**src/rtl/bootmem_pkg.sv**
```systemverilog
package bootmem_pkg;
    localparam int LANES = 4;
    localparam int LANE_W = 8;
    localparam int DATA_W = LANES * LANE_W;

    typedef enum logic [1:0] {
        SZ_BYTE = 2'b00,
        SZ_HALF = 2'b01,
        SZ_WORD = 2'b10,
        SZ_RSVD = 2'b11
    } acc_size_e;
endpackage

```
**src/rtl/bootmem_lane_dec.sv**
```systemverilog
module bootmem_lane_dec
    import bootmem_pkg::*;
(
    input  logic [1:0]       offs,
    input  logic [1:0]       size,
    output logic [LANES-1:0] lane_en,
    output logic             misal
);
    always_comb begin
        lane_en = '0;
        misal   = 1'b0;
        unique case (acc_size_e'(size))
            SZ_BYTE: lane_en = 4'b0001 << offs;
            SZ_HALF: begin
                if (offs[0]) misal = 1'b1;
                else         lane_en = offs[1] ? 4'b1100 : 4'b0011;
            end
            SZ_WORD: begin
                if (offs != 2'b00) misal = 1'b1;
                else               lane_en = 4'b1111;
            end
            default: misal = 1'b1;
        endcase
    end
endmodule

```
**src/rtl/bootmem_bank.sv**
```systemverilog
module bootmem_bank
    import bootmem_pkg::*;
#(
    parameter int BANK_ID  = 0,
    parameter int WORDS    = 16,
    parameter bit WRITABLE = 1'b1,
    localparam int WORD_AW = $clog2(WORDS)
) (
    input  logic               clk,
    input  logic               rst_n,
    input  logic [WORD_AW-1:0] idx,
    input  logic [LANES-1:0]   wr_lanes,
    input  logic [DATA_W-1:0]  wdata,
    output logic [DATA_W-1:0]  rd_word
);
    // each byte starts out holding the low bits of its own byte address
    function automatic logic [DATA_W-1:0] init_word(input int w);
        logic [DATA_W-1:0] r;
        for (int k = 0; k < LANES; k++)
            r[k*LANE_W +: LANE_W] = LANE_W'((BANK_ID * WORDS + w) * LANES + k);
        return r;
    endfunction

    generate
        if (WRITABLE) begin : g_ram
            logic [DATA_W-1:0] mem [WORDS];

            always_ff @(posedge clk or negedge rst_n) begin
                if (!rst_n) begin
                    for (int w = 0; w < WORDS; w++) mem[w] <= init_word(w);
                end else begin
                    for (int k = 0; k < LANES; k++)
                        if (wr_lanes[k])
                            mem[idx][k*LANE_W +: LANE_W] <= wdata[k*LANE_W +: LANE_W];
                end
            end

            assign rd_word = mem[idx];

            for (genvar k = 0; k < LANES; k++) begin : g_wchk

                lane_write_lands_chk: assert property (@(posedge clk) disable iff (!rst_n)
                    wr_lanes[k] |=> mem[$past(idx)][k*LANE_W +: LANE_W] == $past(wdata[k*LANE_W +: LANE_W]));
            end
        end else begin : g_rom
            assign rd_word = init_word(int'(idx));
        end
    endgenerate
endmodule

```
**src/rtl/bootmem_banked.sv**
```systemverilog
module bootmem_banked
    import bootmem_pkg::*;
#(
    parameter int NBANK    = 4,
    parameter int WORDS    = 16,
    parameter bit WRITABLE = 1'b1,
    localparam int BANK_AW = $clog2(NBANK),
    localparam int WORD_AW = $clog2(WORDS),
    localparam int ADDR_W  = BANK_AW + WORD_AW + 2
) (
    input  logic                   clk,
    input  logic                   rst_n,
    input  logic                   rd_en,
    input  logic                   wr_en,
    input  logic [ADDR_W-1:0]      addr,
    input  logic [1:0]             size,
    input  logic [DATA_W-1:0]      wdata,
    output logic [DATA_W-1:0]      rdata,
    output logic                   err,
    output logic [NBANK*LANES-1:0] bus_drive
);
    logic [BANK_AW-1:0] bank_idx;
    logic [WORD_AW-1:0] word_idx;
    logic [LANES-1:0]   lane_en;
    logic               misal;
    logic [NBANK-1:0]   bank_sel;
    logic [DATA_W-1:0]  bank_word [NBANK];
    logic [NBANK-1:0]   lane_col  [LANES];

    assign bank_idx = addr[ADDR_W-1 -: BANK_AW];
    assign word_idx = addr[2 +: WORD_AW];

    bootmem_lane_dec u_dec (
        .offs    (addr[1:0]),
        .size    (size),
        .lane_en (lane_en),
        .misal   (misal)
    );

    always_comb begin
        bank_sel = '0;
        bank_sel[bank_idx] = 1'b1;
    end

    assign err = (rd_en | wr_en) & misal;

    generate
        for (genvar b = 0; b < NBANK; b++) begin : g_bank
            logic [LANES-1:0] wr_lanes;
            assign wr_lanes = (wr_en && !misal && bank_sel[b]) ? lane_en : '0;
            assign bus_drive[b*LANES +: LANES] =
                (rd_en && !misal && bank_sel[b]) ? lane_en : '0;

            bootmem_bank #(
                .BANK_ID  (b),
                .WORDS    (WORDS),
                .WRITABLE (WRITABLE)
            ) u_bank (
                .clk      (clk),
                .rst_n    (rst_n),
                .idx      (word_idx),
                .wr_lanes (wr_lanes),
                .wdata    (wdata),
                .rd_word  (bank_word[b])
            );
        end
    endgenerate

    // AND-OR merge of gated lanes onto the shared bus
    always_comb begin
        rdata = '0;
        for (int b = 0; b < NBANK; b++)
            for (int k = 0; k < LANES; k++)
                rdata[k*LANE_W +: LANE_W] = rdata[k*LANE_W +: LANE_W]
                    | ({LANE_W{bus_drive[b*LANES+k]}} & bank_word[b][k*LANE_W +: LANE_W]);
    end

    always_comb
        for (int k = 0; k < LANES; k++)
            for (int b = 0; b < NBANK; b++)
                lane_col[k][b] = bus_drive[b*LANES+k];

    generate
        for (genvar k = 0; k < LANES; k++) begin : g_lchk

            lane_one_driver_chk: assert property (@(posedge clk) disable iff (!rst_n)
                $onehot0(lane_col[k]));
        end
    endgenerate


    err_silent_chk: assert property (@(posedge clk) disable iff (!rst_n)
        err |-> (bus_drive == '0 && rdata == '0));


    idle_quiet_chk: assert property (@(posedge clk) disable iff (!rst_n)
        !rd_en |-> (bus_drive == '0 && rdata == '0));


    word_full_chk: assert property (@(posedge clk) disable iff (!rst_n)
        (rd_en && size == SZ_WORD && addr[1:0] == 2'b00) |-> $countones(bus_drive) == LANES);


    byte_single_chk: assert property (@(posedge clk) disable iff (!rst_n)
        (rd_en && size == SZ_BYTE) |-> $countones(bus_drive) == 1);
endmodule

```
**config.mk**
```make
export PLATFORM = sky130hd
export DESIGN_NAME = bootmem_banked
export DESIGN_NICKNAME = d
export VERILOG_FILES = /design/src/rtl/bootmem_pkg.sv /design/src/rtl/bootmem_lane_dec.sv /design/src/rtl/bootmem_bank.sv /design/src/rtl/bootmem_banked.sv
export SDC_FILE = /design/constraint.sdc
export NUM_CORES = 2
export LEC_CHECK = 0
export ABC_AREA = 1
export BUFFER_PORTS_ARGS = -buffer_cell sky130_fd_sc_hd__buf_4
export CORE_MARGIN = 4
export CORE_UTILIZATION = 40
export CTS_CLUSTER_DIAMETER = 120
export DETAILED_ROUTE_END_ITERATION = 8
export HOLD_SLACK_MARGIN = 0.12
export PLACE_DENSITY = 0.51
export REMOVE_ABC_BUFFERS = 1
export SKIP_LAST_GASP = 1
export SLEW_MARGIN = 20
export SYNTH_ARGS = -nofsm -noshare
export SYNTH_HDL_FRONTEND = slang
export SYNTH_SLANG_ARGS = --single-unit
export TNS_END_PERCENT = 50
```
**constraint.sdc**
```tcl
create_clock -name clk -period 2.6 [get_ports clk]
set_input_delay 0.26 -clock clk [delete_from_list [all_inputs] [get_ports clk]]
set_output_delay 0.26 -clock clk [all_outputs]
set_load 0.1 [all_outputs]
```
==> results.toml <==
[timing]
worstMarginPinSlew_ns = 0.903
hold_viol = 0
skew_ns = 0
min_period_over_period_pct = 109
rsz0062_at_grt = "yes"
setup_viol = 30
fin_tns_setup_ns = -4.04
min_period_ns = 2.83
timing.final.ws_setup_ns = -0.233
fmaxAchievable_mhz = 353
slew_headroom_pct = 39.5
slew_violations = 0

[logic_synthesis]
synthSimpleGateAreaFrac_pct = 27.6
synth.area.mux_share_pct = 0
ys.warnings.count = 0
synth_top_family_by_area = "simple AND/OR/NAND/NOR gates"
synth_xor_xnor_area_share_pct = 0
ys_seq_area_share_pct = 51.1
netlist_area_um2 = 103000
synth.avg_cell_area_um2 = 7.20
synthAdderAreaFrac_pct = 0
syn_inst = 14300
synth_compound_area_share_pct = 12.2
synth_cell_type_count = 23
synth-seq-cells = 2048

[worst_setup_path]
slowest_delay_ns = 0.53
crit_chain = "nor2_1, o21bai_1, nand2_1, nand2_1, nand2_2, nor2_4, nand2_1, nand2_1, inv_1, nand2_4, buf_12"
crit_family = "simple AND/OR/NAND/NOR gates"
cp-end-kind = "output pin"
crit_buf_inv = 2
startpoint_type = "flip-flop"
worstPathArrival_ns = 2.57
critical_path_peak_fanout = 2
slowest_stage = "dfstp_2"
cp.required_ns = 2.34
cp_common_cell = "nand2_1"
crit_type = "reg -> out"

[floorplan]
initial_utilization_pct = 40.3
io_pins = 95
die_y_um = 515
die_x_um = 515
rows = 185
core-area_um2 = 255000
die-area_um2 = 265000

[clocking]
cts-root-buf = "clkbuf_16"
htreeDepth = 4
clock_latency_ns = 0.85
numCtsBuffers = 230
cts_sinks = 2048
tritoncts = "yes"
clockBufferDepth = 3
clk_pin_slew_ns = 0.06

[outcome]
status = "complete, but fails checks"
violations = "setup timing"

[routing]
wire_per_inst_um = 19.6
drtIter0Drc = 7794
vias_per_cell = 5.02
drt_first_pass_iters = 6
wirelength_um = 351000
vias = 89800
drcViolationCount = 0
postRouteAntennaNets = 0

[global_route]
first_global_vias = 87200
grt_pass1_wl_um = 543000
grt_use_total_pct = 26.2
grt_max_degree = 128
antenna_found_initial = 6
gr-total-overflow = 0

[finish]
reg_top3 = "g_bank.u_bank.g_ram.mem x2048"
largest_register = "g_bank.u_bank.g_ram.mem"
area_delta_synth_final_pct = 17.9
largest_register_ffs = 2048
nNetsFinal = 14400
final_layout_size_suffix_gt1_share_pct = 18.2
utilization_pct = 47.5

[pwr]
p_leak_nw = 56.0
powerDensity_nw_per_um2 = 613
ir_worst_vdd_uv = 683

[place]
portBuffers = 94
gp_congestion = 0.867
dp_hpwl_um = 224000

[min_path]
hold_class = "in -> reg"

[flow_run]
maxCapViolCount = 0
## per-stage QoR
step	hold WS [ns]	area, µm²	power (mW)	cells	setup slack, ns
after CTS	0.197	120000	74.9	17900	-0.265
after detailed placement	0.261	111000	40.8	17400	-0.314
final	0.248	121000	74.3	17900	-0.233
after global routing	0.274	121000	77.1	17900	-0.373
after floorplan	-0.0356	99200	37.6	13400	-6.95
after global placement	0.262	111000	40.8	17400	-0.349
## final timing paths
| kind | from | end | slack, ns | depth (start not counted) |
|---|---|---|---|---|
| min in group asynchronous | rst_n | g_bank[0].u_bank.g_ram.mem[153] | 0.28 | 2 |
| setup / recovery | g_bank[0].u_bank.g_ram.mem[456] | rdata[8] | -0.23 | 11 |
| hold reg to reg | g_bank[2].u_bank.g_ram.mem[184] | g_bank[2].u_bank.g_ram.mem[184] | 0.47 | 2 |
| hold / removal | addr[4] | g_bank[3].u_bank.g_ram.mem[315] | 0.25 | 6 |
| setup reg to reg | g_bank[3].u_bank.g_ram.mem[61] | g_bank[3].u_bank.g_ram.mem[61] | 1.71 | 3 |
| max in group asynchronous | rst_n | g_bank[1].u_bank.g_ram.mem[427] | 1.48 | 4 |
## cell families (layout without fill, tap and decap cells)
logic type / count (synthesis) / in the layout
compound gates: 2421 / 2421
buf+inv: 2394 / 2659
flops: 2048 / 2048
other cells: 0 / 4
simple gates: 7408 / 7408
## synth_stat cells, drive strengths merged
| master | n | area, µm² |
|---|---|---|
| o21bai | 118 | 886 |
| nor2 | 884 | 3460 |
| clkbuf | 574 | 2150 |
| clkinv | 25 | 93.8 |
| inv | 1512 | 5680 |
| buf | 283 | 1400 |
| o21ai | 2188 | 11000 |
| nand3 | 11 | 55.1 |
| o22ai | 114 | 713 |
| dfrtp | 1024 | 25600 |
| nand2 | 6513 | 24900 |
| a21oi | 1 | 5.00 |
| dfstp | 1024 | 26900 |
## cells in the final DEF, fill, tap and decap left out, drive strengths merged
cell type / instances
a21oi: 1
buf: 648
bufinv: 13
clkbuf: 385
clkinv: 36
clkinvlp: 1
dfrtp: 1024
dfstp: 1024
diode: 4
dlygate4sd3: 33
inv: 1543
nand2: 6513
nand3: 11
nor2: 884
o21ai: 2188
o21bai: 118
o22ai: 114
## per-layer routing
metal / wire length [µm] / GRT usage [%] / share of wire [%]
met1: 165000 / 38.3 / 47
met2: 157000 / 41.2 / 45
met3: 19500 / 3.46 / 5.6
met4: 9170 / 6.61 / 2.6
met5: 0 / 0 / 0
## power by group
part           leakage (nW)  switching [mW]  internal [mW]
Combinational          27.4            5.23           2.29
Clock                  3.82            14.1           19.6
Sequential             24.7           0.315           32.8
Total                  56.0            19.6           54.6
## worst reg2reg max path: cells and delay by family, from the launching register on
| kind | cells | cell delay [ns] |
|---|---|---|
| AOI/OAI and AO/OA | 1 | 0.14 |
| buffers and inverters | 2 | 0.14 |
| DFF | 1 | 0.53 |
## layout make-up
type	count	area [µm²]
Inverter	1537	5800
Clock inverter	56	847
Antenna cell	4	10.0
Multi-Input combinational cell	9829	42500
Timing Repair Buffer	681	8320
Sequential cell	2048	52500
Clock buffer	385	6970
Fill cell	25400	134000
Tap cell	3366	4210
## repair_timing
item                       4_1_cts  5_1_grt
hold endpoints to repair      2848        0
pin swaps                       88      133
setup endpoints to repair       34       32
buffers inserted                 1        5
cloned                           0        0
hold buffers                    34        0
resized for setup              334      309
Note: power is estimated with default switching activity, not from simulation.
